### src/rtl/fmt_sw_pkg.sv
package fmt_sw_pkg;
   localparam int REG_W     = 8;
   localparam int BIT_EN    = 7;
   localparam int BIT_MODE  = 6;
   localparam int BIT_IE    = 5;
   localparam int BIT_FLAG  = 4;
   localparam int STROBE_N  = 4;
   localparam logic [REG_W-1:0] RESET_VAL = 8'h0F;
endpackage

### src/rtl/fmt_sw_sync.sv
module fmt_sw_sync #(
   parameter int STAGES = 2
) (
   input  logic clk,
   input  logic rst_n,
   input  logic clr,
   input  logic scl_i,
   output logic fall_o
);
   logic [STAGES-1:0] chain;
   logic              last_q;

   generate
      for (genvar s = 0; s < STAGES; s++) begin : g_stage
         if (s == 0) begin : g_first
            always_ff @(posedge clk or negedge rst_n) begin
               if (!rst_n)   chain[0] <= 1'b1;
               else if (clr) chain[0] <= 1'b1;
               else          chain[0] <= scl_i;
            end
         end else begin : g_next
            always_ff @(posedge clk or negedge rst_n) begin
               if (!rst_n)   chain[s] <= 1'b1;
               else if (clr) chain[s] <= 1'b1;
               else          chain[s] <= chain[s-1];
            end
         end
      end
   endgenerate

   always_ff @(posedge clk or negedge rst_n) begin
      if (!rst_n)   last_q <= 1'b1;
      else if (clr) last_q <= 1'b1;
      else          last_q <= chain[STAGES-1];
   end

   assign fall_o = last_q & ~chain[STAGES-1];
endmodule

### src/rtl/fmt_sw_mode.sv
module fmt_sw_mode (
   input  logic clk,
   input  logic rst_n,
   input  logic clr,
   input  logic rd_hit,
   input  logic wr_hit,
   input  logic wr_en,
   input  logic wr_mode,
   input  logic fall,
   output logic en_o,
   output logic mode_o,
   output logic arm_o,
   output logic hw_clr_o
);
   logic en_q, mode_q, arm_q;
   logic auto_clr;

   assign auto_clr = fall & en_q;

   always_ff @(posedge clk or negedge rst_n) begin
      if (!rst_n) begin
         en_q   <= 1'b0;
         mode_q <= 1'b0;
         arm_q  <= 1'b0;
      end else if (clr) begin
         en_q   <= 1'b0;
         mode_q <= 1'b0;
         arm_q  <= 1'b0;
      end else begin
         if (wr_hit) en_q <= wr_en;
         if (auto_clr)    mode_q <= 1'b0;
         else if (wr_hit) mode_q <= wr_mode & (mode_q | arm_q);
         if (wr_hit)                arm_q <= 1'b0;
         else if (rd_hit && !mode_q) arm_q <= 1'b1;
      end
   end

   assign en_o     = en_q;
   assign mode_o   = mode_q;
   assign arm_o    = arm_q;
   assign hw_clr_o = auto_clr & mode_q;
endmodule

### src/rtl/fmt_sw_strobe.sv
module fmt_sw_strobe #(
   parameter int N = 4
) (
   input  logic         clk,
   input  logic         rst_n,
   input  logic         clr,
   input  logic         wr_hit,
   input  logic [N-1:0] wr_bits,
   output logic [N-1:0] pulse_o
);
   generate
      for (genvar b = 0; b < N; b++) begin : g_bit
         logic p_q;
         always_ff @(posedge clk or negedge rst_n) begin
            if (!rst_n)   p_q <= 1'b0;
            else if (clr) p_q <= 1'b0;
            else          p_q <= wr_hit & wr_bits[b];
         end
         assign pulse_o[b] = p_q;
      end
   endgenerate
endmodule

### src/rtl/fmt_switch_reg.sv
module fmt_switch_reg #(
   parameter int SYNC_STAGES = 2
) (
   input  logic       clk,
   input  logic       rst_n,
   input  logic       hw_stby,
   input  logic       reg_sel,
   input  logic       reg_rd,
   input  logic       reg_wr,
   input  logic [7:0] reg_wdata,
   output logic [7:0] reg_rdata,
   input  logic       scl,
   output logic       fmt_free,
   output logic       irq,
   output logic [3:0] latch_clr
);
   import fmt_sw_pkg::*;

   generate
      if (SYNC_STAGES < 2) begin : g_bad_sync
         $error("SYNC_STAGES must be at least 2");
      end
   endgenerate

   logic rd_hit, wr_hit;
   logic fall_w, en_w, mode_w, arm_w, hw_clr_w;
   logic ie_q, flag_q;

   assign rd_hit = reg_sel & reg_rd;
   assign wr_hit = reg_sel & reg_wr;

   fmt_sw_sync #(.STAGES(SYNC_STAGES)) u_sync (
      .clk(clk), .rst_n(rst_n), .clr(hw_stby), .scl_i(scl), .fall_o(fall_w)
   );

   fmt_sw_mode u_mode (
      .clk(clk), .rst_n(rst_n), .clr(hw_stby),
      .rd_hit(rd_hit), .wr_hit(wr_hit),
      .wr_en(reg_wdata[BIT_EN]), .wr_mode(reg_wdata[BIT_MODE]),
      .fall(fall_w), .en_o(en_w), .mode_o(mode_w), .arm_o(arm_w),
      .hw_clr_o(hw_clr_w)
   );

   fmt_sw_strobe #(.N(STROBE_N)) u_strobe (
      .clk(clk), .rst_n(rst_n), .clr(hw_stby), .wr_hit(wr_hit),
      .wr_bits(reg_wdata[STROBE_N-1:0]), .pulse_o(latch_clr)
   );

   always_ff @(posedge clk or negedge rst_n) begin
      if (!rst_n) begin
         ie_q   <= RESET_VAL[BIT_IE];
         flag_q <= RESET_VAL[BIT_FLAG];
      end else if (hw_stby) begin
         ie_q   <= RESET_VAL[BIT_IE];
         flag_q <= RESET_VAL[BIT_FLAG];
      end else begin
         if (wr_hit) ie_q <= reg_wdata[BIT_IE];
         if (hw_clr_w)                          flag_q <= 1'b1;
         else if (wr_hit && !reg_wdata[BIT_FLAG]) flag_q <= 1'b0;
      end
   end

   always_comb begin
      reg_rdata = '0;
      if (rd_hit) begin
         reg_rdata[BIT_EN]          = en_w;
         reg_rdata[BIT_MODE]        = mode_w;
         reg_rdata[BIT_IE]          = ie_q;
         reg_rdata[BIT_FLAG]        = flag_q;
         reg_rdata[STROBE_N-1:0]    = '1;
      end
   end

   assign fmt_free = mode_w;
   assign irq      = flag_q & ie_q;
endmodule


### config.mk
export PLATFORM = sky130hd
export DESIGN_NAME = fmt_switch_reg
export DESIGN_NICKNAME = d
export VERILOG_FILES = /design/src/rtl/fmt_sw_pkg.sv /design/src/rtl/fmt_sw_sync.sv /design/src/rtl/fmt_sw_mode.sv /design/src/rtl/fmt_sw_strobe.sv /design/src/rtl/fmt_switch_reg.sv
export SDC_FILE = /design/constraint.sdc
export NUM_CORES = 1
export LEC_CHECK = 0
export ABC_AREA = 0
export BUFFER_PORTS_ARGS = -buffer_cell sky130_fd_sc_hd__buf_4
export CORE_MARGIN = 1.5
export CORE_UTILIZATION = 35
export DETAILED_ROUTE_END_ITERATION = 10
export GPL_TIMING_DRIVEN = 0
export PLACE_DENSITY_LB_ADDON = 0.08
export SLEW_MARGIN = 20
export SYNTH_ARGS = -nofsm -noshare
export SYNTH_HDL_FRONTEND = slang
export SYNTH_SLANG_ARGS = --single-unit
### constraint.sdc
create_clock -name clk -period 1.1 [get_ports clk]
set_input_delay 0 -clock clk [delete_from_list [all_inputs] [get_ports clk]]
set_output_delay 0 -clock clk [all_outputs]
set_load 0.01 [all_outputs]
==> results.md, run 1 <==
* Setup Crit Path Kind: reg -> reg
* Sink Count at 12
* Fin. max-slew vios at 0
* First-pass GRT wire length at 1.97 mm
* Outcome: completed
* Initial antenna violation count at 0
* Synth cell types at 20
* Worst r2r src: u_sync.last_q
* Hold slack at 0.0113 ns
* Critical path startpoint: u_sync.last_q
* Req. time, crit path at between 1 and 1.5 ns
* GRT overflow at 0
* Largest cells by area after synthesis: dfrtp_1 41%, dfstp_2 14%, buf_4 12%, and2_1 5.7%, a21oi_1 3.7%
* Synth area leader: dfrtp_1
* Multiplexer area fraction after synthesis at 0
* Clock share of power at 0.308
* Fin crit share at 0.974
* Mapped Nets at slightly below 70
* Full die area at roughly 1800 um2
* Combinational Power Share at 0.167
* I/O pins at 29
* Register bit total from synthesis at 12
* Cell Area, Synth at roughly 550 um2
* Final Cell Area at between 800 and 900 um2
* # setup viols final at 0
* CTS buffer count at 3
* CP max stage cell: dfstp_2
* Cells along the critical path: nand2_2 -> or3_1 -> a21oi_1
* Site row count at 14
* Power per cell area at roughly 1000 nW/um2
* Hold Crit Start: reg_wdata[5]
* Iter 0 DRT Violations at 2
* Final hold violation count at 0
* Simple-gate share of the synthesized area at 0.226
* PortBufs at 26
* NumNets Final at about 110
* Drt via density at about 4.6
* Highest cell delay on the worst timing path at between 0.5 and 0.6 ns
* DR pass1 iterations at 3
* Detailed-route wire length per cell at between 10 and 15 um
* Synthesized instance count at 53
* Final GP Congestion at approximately 0.66
* Clock-pin slew on the worst setup and hold paths at around 0.07 ns
* Vias in the first global route at just over 500
* RSZ-0062 raised after global routing: yes
* Compound-gate portion of the synthesized area at 0.0822
* Synth Area in XOR/XNOR at 0
* Core ar. at ~1500 um2
* DP HPWL at between 800 and 900 um
* Hold crit path type: in -> reg
* Slew headroom at 0.760
* DRC violations left at 0
* # diodes at 0
* Worst Max-Slew Pin Slew at 0.361 ns
* Leakage power at 0.450 nW
* CTS tree: built
* Post-placement cell count at 95
* Fin crit period at 1.07 ns
* Most frequent cells in the layout: 35 x buf_4, 9 x dfrtp_1, 8 x dlygate4sd3_1, 5 x and2_1, 4 x a21oi_1
* Max IR drop VDD at between 0.0006 and 0.0007 V
* Maximum fanout along the worst path at 2
* GRT Resource Usage Total at 0.146
* Clock H-tree levels at 1
* Crit end category: flip-flop
* CP arrival at 1.27 ns
* Total Wirelength at approximately 1.1 mm
* Final ANT Viol Nets at 0
* Die width at 42.6 um
* Commonest non-fill, non-tap cell in the layout: buf_4
* Starting Density at 0.368
* Synth Warn # at 0
* Area Growth Syn to Fin at 59.1%
* Share of cells above drive strength 1 at 0.516
* Die height at 42.6 um
* Clk_skew at 0.00302 ns
* Largest net degree at the start of global routing at 13
* Vias at around 490
* Area of placed instances at 763 um2
* Max Clock Freq at 933 MHz
* Synth Area in Adders at 0
* Syn_area_per_cell at 10.3 um2
* Top Family by Delay on Critical Path: flip-flops
* Sw Share at 0.221
* CP bufs+invs at 0
* Max-cap violation count at 0
* Worst-skew pair later-pin latency at roughly 0.26 ns
* Largest family of logic cells by synthesized area: simple AND/OR/NAND/NOR gates
* Final Util at 0.586
* Sequential area share after synthesis at 0.555
* Switching pwr at around 0.20 mW
* Share of the synthesized area in the top cell type at 0.411
* Clock Tree Buf Depth at 2
* Clock Tree Root: clkbuf_4
* Non-filler instance count after layout at 107
* Register share of total power at 0.526
* Crit path launch type: flip-flop
* Cell internal pwr at just under 0.7 mW
tightest hold or removal path: cells and delay by family:
family	cells	cell delay (ns)
AO/OA/AOI/OAI	1	0.06
buffers and inverters	1	0.11
AND/OR/NAND/NOR	1	0.07
layer usage:
metal / up-vias / track usage / share of wire
met1: 218 / 0.167 / 0.41
met2: 25 / 0.268 / 0.50
met4: 0 / 0.0563 / 0.011
met3: 2 / 0.0259 / 0.079
met5: - / 0 / 0
li1: 244 / - / -
state kept, by name, summed over array words and instances, names as in the netlist:
| name | count |
|---|---|
| flag_q | 1 |
| ie_q | 1 |
| u_mode.arm_o | 1 |
| u_mode.en_o | 1 |
| u_mode.mode_o | 1 |
| u_strobe.g_bit.p_q | 4 |
| u_sync.chain | 2 |
| u_sync.last_q | 1 |
power groups by stage:
stage          logic [mW]  registers, mW  clock network (mW)
2_1_floorplan      0.0560          0.472                   0
3_3_place_gp        0.126          0.473                   0
3_5_place_dp        0.127          0.473                   0
4_1_cts             0.149          0.465               0.288
5_1_grt             0.164          0.467               0.315
6_report            0.147          0.465               0.273
timing repair:
item                       4_1_cts  5_1_grt
setup buffers                    0        0
hold endpoints to repair        18        0
hold buffers                     8        0
setup endpoints to repair        0        1
gates resized for setup          0        1
synth_stat cells:
cell type and n:
buf_4 9, or3_1 1, and2_2 1, and3_2 1
or2_2 3, and3_1 3, and2_1 5, inv_1 1
nand3_1 2, a21oi_1 4, o21ai_0 1, nor3_1 1
a211oi_1 1, nor2_1 1, dfrtp_1 9, a31oi_1 1
dfstp_2 3, nand2_1 4, clkbuf_1 1, o22ai_1 1
cells by family after synthesis:
kind of cell / after synthesis
AO/OA/AOI/OAI: 8
buffers and inverters: 11
flip-flops: 12
AND/OR/NAND/NOR: 22
layout make-up:
class	instances	area, um2
inverter	1	3.75
sequential	12	304
tap	16	20.0
fill	140	617
buffer	10	71.3
clock buffer	4	26.3
timing repair buffer	34	275
multi-input combinational	30	171
final timing paths:
kind | end | slack (ns) | depth (start not counted)
worst max-delay path | flag_q | 0.03 | 3
worst min-delay path | ie_q | 0.01 | 3
worst max register to register | flag_q | 0.03 | 3
worst min register to register | ie_q | 0.55 | 2
max in group asynchronous | u_sync.last_q | 0.76 | 2
min in group asynchronous | u_strobe.g_bit[3].p_q | 0.11 | 2
through the flow:
step,TNS [ns],power [mW],setup WS [ns]
2_1_floorplan,0,0.528,0.0821
3_3_place_gp,0,0.599,0.0346
3_5_place_dp,0,0.600,0.0247
4_1_cts,0,0.902,0.0186
5_1_grt,-0.0274,0.946,-0.0274
6_report,0,0.886,0.0286
(Power assumes the default switching activity.)
==> run 2, diff against run 1 <==
--- a/config.mk
+++ b/config.mk
@@ -12,6 +12,7 @@
 export DETAILED_ROUTE_END_ITERATION = 10
 export GPL_TIMING_DRIVEN = 0
 export PLACE_DENSITY_LB_ADDON = 0.08
+export REMOVE_ABC_BUFFERS = 1
 export SLEW_MARGIN = 20
 export SYNTH_ARGS = -nofsm -noshare
 export SYNTH_HDL_FRONTEND = slang
==> constraint.sdc (replaced) <==
create_clock -name clk -period 1.15 [get_ports clk]
set_input_delay 0 -clock clk [delete_from_list [all_inputs] [get_ports clk]]
set_output_delay 0 -clock clk [all_outputs]
set_load 0.01 [all_outputs]
==> run 2 against run 1 <==
Sequential cell count stayed put. Largest cell class is now sequential cells. First-iteration DRC count grew to 3.0 times the previous value. Utilization is 3.3 points lower. Combinational power is 10% lower. Global-route usage hardly changed. Clock skew is 0.0023 ns higher.
==> results.md, run 2 (synthesis results as in run 1) <==
* Outcome: completed
* Area Growth Syn to Fin at 50.2%
* Slew headroom at 0.854
* DR pass1 iterations at 4
* I/O pins at 29
* Setup TNS at 0 ns
* Crit end category: flip-flop
* Sink Count at 12
* # setup viols final at 0
* Final hold violation count at 0
* Max reg flops at 4
* Clock Tree Root: clkbuf_4
* Die height at around 43 um
* Worst Max-Slew Pin Slew at 0.217 ns
* Vias in the first global route at between 400 and 500
* Req. time, crit path at approximately 1.3 ns
* Final Cell Area at between 800 and 900 um2
* Max Clock Freq at 925 MHz
* Commonest non-fill, non-tap cell in the layout: buf_4
* CTS buffer count at 3
* Clock Tree Buf Depth at 2
* Crit path launch type: flip-flop
* Non-filler instance count after layout at 100
* Detailed-route wire length per cell at 11.3 um
* Clock-pin slew on the worst setup and hold paths at around 0.070 ns
* Max IR drop VDD at between 0.0006 and 0.0007 V
* Hold Path Stages at 3
* Die width at about 43 um
* Power per cell area at approximately 1000 nW/um2
* Fin crit share at 0.940
* Fin. max-slew vios at 0
* Max-cap violation count at 0
* WL met2 at 575 um
* Power Total at ~0.84 mW
* GRT Resource Usage Total at 0.147
* Met3 wire len at about 83 um
* Leakage power at 0.415 nW
* Top layer in use: met3
* Vias at 461
* Final GP Congestion at about 0.64
* CTS tree: built
* DRC violations left at 0
* Drt via density at between 4 and 5
* RSZ-0062 raised after global routing: no
* PortBufs at 28
* Clock H-tree levels at 1
* Register with the most flip-flops: u_strobe.g_bit.p_q
* Top flop regs: u_strobe.g_bit.p_q: 4 flops, u_sync.chain: 2 flops
* Initial antenna violation count at 0
* Site row count at 14
* CP arrival at around 1.3 ns
* First-pass GRT wire length at about 1.9 mm
* Hold crit path type: in -> reg
* Most frequent cells in the layout: 28 x buf_4, 9 x dfrtp_1, 9 x dlygate4sd3_1, 5 x and2_1
* Fin crit period at ~1.1 ns
* Starting Density at 0.368
* Worst-skew pair later-pin latency at 0.27 ns
* Total Wirelength at 1.13 mm
* Worst Reg-to-Reg Cells at 3
* Iter 0 DRT Violations at 6
* Maximum fanout along the worst path at 2
* Resized cells post-CTS at 0
* # diodes at 0
* Core ar. at 1490 um2
* Final Util at 0.553
* Full die area at around 1800 um2
* DRT met1 WL at roughly 470 um
* Area of placed instances at between 700 and 800 um2
* Post-placement cell count at between 80 and 90
* Share of cells above drive strength 1 at 0.464
* Final ANT Viol Nets at 0
* Largest net degree at the start of global routing at 13
* Clk_skew at about 0.0053 ns
* Setup Crit Path Kind: reg -> reg
* NumNets Final at 100
* GRT overflow at 0
==> run 2: cell types whose count changed in the layout (fill, tap and decap cells not counted) <==
cell / change
buf_4: -7
nand2_1: +1
nand2_2: -1
dlygate4sd3_1: +1
clkbuf_1: -1
==> run 2: final timing paths <==
check,startpoint,slack [ns],end
worst max-delay path,u_sync.last_q,0.07,flag_q
worst min-delay path,reg_wdata[5],0.009,ie_q
worst max register to register,u_sync.last_q,0.07,flag_q
worst min register to register,ie_q,0.54,ie_q
max in group asynchronous,rst_n,0.82,u_sync.last_q
min in group asynchronous,rst_n,0.10,u_strobe.g_bit[1].p_q
==> run 2: metrics by stage <==
| stage | hold slack [ns] | setup slack, ns |
|---|---|---|
| 6_report | 0.00893 | 0.0695 |
| 5_1_grt | 0.00675 | 0.0235 |
| 2_1_floorplan | -0.296 | 0.132 |
| 3_5_place_dp | -0.153 | 0.0611 |
| 4_1_cts | 0.00502 | 0.0508 |
| 3_3_place_gp | -0.154 | 0.0695 |
==> run 2: critical path, stage by stage, from the launching register on <==
cell and delay (ns):
dfstp_2 0.52, nand2_1 0.05, or3_1 0.31, a21oi_1 0.14
==> run 2: per-layer routing <==
| metal | up-vias | GRT usage |
|---|---|---|
| met5 | - | 0 |
| met4 | 0 | 0.0563 |
| met3 | 0 | 0.0431 |
| met2 | 25 | 0.274 |
| met1 | 207 | 0.151 |
| li1 | 229 | - |
==> run 2: area by class of cell <==
class                           count  area [um2]
Sequential cell                    12         304
Inverter                            1        3.75
Multi-Input combinational cell     30         169
Clock buffer                        4        26.3
Fill cell                         142         666
Timing Repair Buffer               37         300
Tap cell                           16        20.0
==> run 2: power breakdown <==
group	leakage, nW	switching (mW)	internal (mW)
Sequential	0.155	0.00634	0.438
Combinational	0.245	0.0529	0.0787
Clock	0.0150	0.127	0.134
Total	0.415	0.186	0.651
==> run 2: repair_timing <==
item / 4_1_cts / 5_1_grt
setup buffers: 0 / 0
hold buffers: 9 / 0
hold endpoints to repair: 22 / 0
==> run 3, diff against run 2 <==
--- a/config.mk
+++ b/config.mk
@@ -11,7 +11,7 @@
 export CORE_UTILIZATION = 35
 export DETAILED_ROUTE_END_ITERATION = 10
 export GPL_TIMING_DRIVEN = 0
-export PLACE_DENSITY_LB_ADDON = 0.08
+export PLACE_DENSITY = 0.76
 export REMOVE_ABC_BUFFERS = 1
 export SLEW_MARGIN = 20
 export SYNTH_ARGS = -nofsm -noshare
==> run 3 against run 2 <==
Total power increased by 8.1%. Hold slack better by 0.0030 ns. Register-to-register slack is essentially flat. Fmax decreased by 0.32%. Combinational power hardly changed. Largest power group unchanged. Highest routed layer is now met4. Wire length fell by 0.89%. Largest cell class is now non-clock buffers.
==> results.md, run 3 (synthesis results as in run 1) <==
* Clock H-tree levels at 1
* Share of cells above drive strength 1 at 0.471
* Top flop regs: u_strobe.g_bit.p_q: 4 flops, u_sync.chain: 2 flops
* Area Growth Syn to Fin at 53.9%
* Outcome: completed
* Hold slack at 0.0119 ns
* Power Total at slightly above 0.9 mW
* Final Cell Area at about 840 um2
* Leakage power at between 0.4 and 0.5 nW
* Final ANT Viol Nets at 0
* Reg-to-reg endpoint: flag_q
* Clock-pin slew on the worst setup and hold paths at approximately 0.08 ns
* Final Util at 0.566
* Die width at approximately 43 um
* Most frequent cells in the layout: 28 x buf_4, 10 x dlygate4sd3_1, 9 x dfrtp_1, 5 x and2_1
* Setup Crit Path Kind: reg -> reg
* # diodes at 0
* Req. time, crit path at 1.35 ns
* Met3 usage at 0.0259
* M1 GR Usage at 0.152
* Worst-skew pair later-pin latency at about 0.27 ns
* Largest net degree at the start of global routing at 13
* CP arrival at approximately 1.3 ns
* Sw Share at 0.214
* PortBufs at 28
* Worst Reg-to-Reg Cells at 3
* Hold path endpoint: ie_q
* Crit path launch type: flip-flop
* Hold crit path type: in -> reg
* Area of placed instances at a little over 700 um2
* Iter 0 DRT Violations at 6
* Post-placement cell count at just under 90
* Dpl ws at approximately 0.077 ns
* Clk_skew at 0.00371 ns
* Max-cap violation count at 0
* Fin crit share at 0.943
* Sink Count at 12
* DRC violations left at 0
* Final GP Congestion at approximately 0.68
* Clock share of power at 0.361
* Max Clock Freq at between 900 and 1000 MHz
* GRT overflow at 0
* Vias in the first global route at ~450
* Hold Path Stages at 3
* Hold Crit Start: reg_wdata[5]
* Combinational Power Share at 0.148
* Cell internal pwr at slightly above 0.7 mW
* Die height at 42.6 um
* Clock Tree Root: clkbuf_4
* Max reg flops at 4
* Worst setup margin at around 0.066 ns
* CTS buffer count at 3
* NumNets Final at between 100 and 150
* Fin. max-slew vios at 0
* Site row count at 14
* CTS tree: built
* Commonest non-fill, non-tap cell in the layout: buf_4
* RSZ-0062 raised after global routing: no
* Setup TNS at 0 ns
* DR pass1 iterations at 2
* Total Wirelength at about 1.1 mm
* GRT Resource Usage Total at 0.137
* Full die area at roughly 1800 um2
* Max IR drop VDD at between 0.0006 and 0.0007 V
* Crit end category: flip-flop
* # setup viols final at 0
* Grt peak-use layer: met2
* Worst r2r src: u_sync.last_q
* Initial antenna violation count at 0
* I/O pins at 29
* Vias at 481
* Register share of total power at 0.491
* First-pass GRT wire length at 1.81 mm
* Final hold violation count at 0
* Register with the most flip-flops: u_strobe.g_bit.p_q
* Worst Max-Slew Pin Slew at approximately 0.19 ns
* DP HPWL at about 780 um
* M2 GR Usage at 0.243
* Starting Density at 0.368
* Detailed-route wire length per cell at roughly 11 um
* Core ar. at approximately 1500 um2
* Maximum fanout along the worst path at 2
* Clock Tree Buf Depth at 2
* Fin crit period at 1.08 ns
* Power per cell area at 1070 nW/um2
* Slew headroom at 0.876
* Switching pwr at 0.194 mW
* Drt via density at 4.76
* Non-filler instance count after layout at around 100
* Worst reg2reg setup slack at approximately 0.066 ns
-- run 3: worst max-delay path by stage --
| stage | endpoint | slack (ns) | start |
|---|---|---|---|
| finish | flag_q | 0.07 | u_sync.last_q |
| CTS | flag_q | 0.07 | u_sync.last_q |
| global route | flag_q | 0.02 | u_sync.last_q |
| detailed placement | flag_q | 0.08 | u_sync.last_q |
| floorplan | flag_q | 0.13 | u_sync.last_q |
| global placement | flag_q | 0.09 | u_sync.last_q |
-- run 3: worst max-delay path, stage by stage, from the launching register on --
cell     delay (ns)
dfstp_2        0.52
nand2_1        0.05
or3_1          0.31
a21oi_1        0.13
-- run 3: timing repair --
item | 4_1_cts | 5_1_grt
hold endpoints to repair | 23 | 0
resized for setup | 0 | 0
hold buffers | 10 | 0
buffers inserted | 0 | 0
-- run 3: power groups by stage --
stage	registers, mW	clock network (mW)	logic [mW]
detailed placement	0.452	0	0.108
global route	0.446	0.371	0.148
global placement	0.452	0	0.105
floorplan	0.453	0	0.0282
CTS	0.444	0.339	0.135
finish	0.444	0.327	0.134
-- run 3: cell type report --
class	instances	area, um2
timing repair buffer	38	310
inverter	1	3.75
fill	136	646
multi-input combinational	30	169
sequential	12	304
tap	16	20.0
clock buffer	4	36.3
-- run 3: per-layer routing --
layer,share of wire,wire (um),vias to the layer above
li1,-,-,232
met5,0,0,-
met1,0.40,441,220
met4,0.013,14,0
met2,0.51,573,27
met3,0.078,87,2
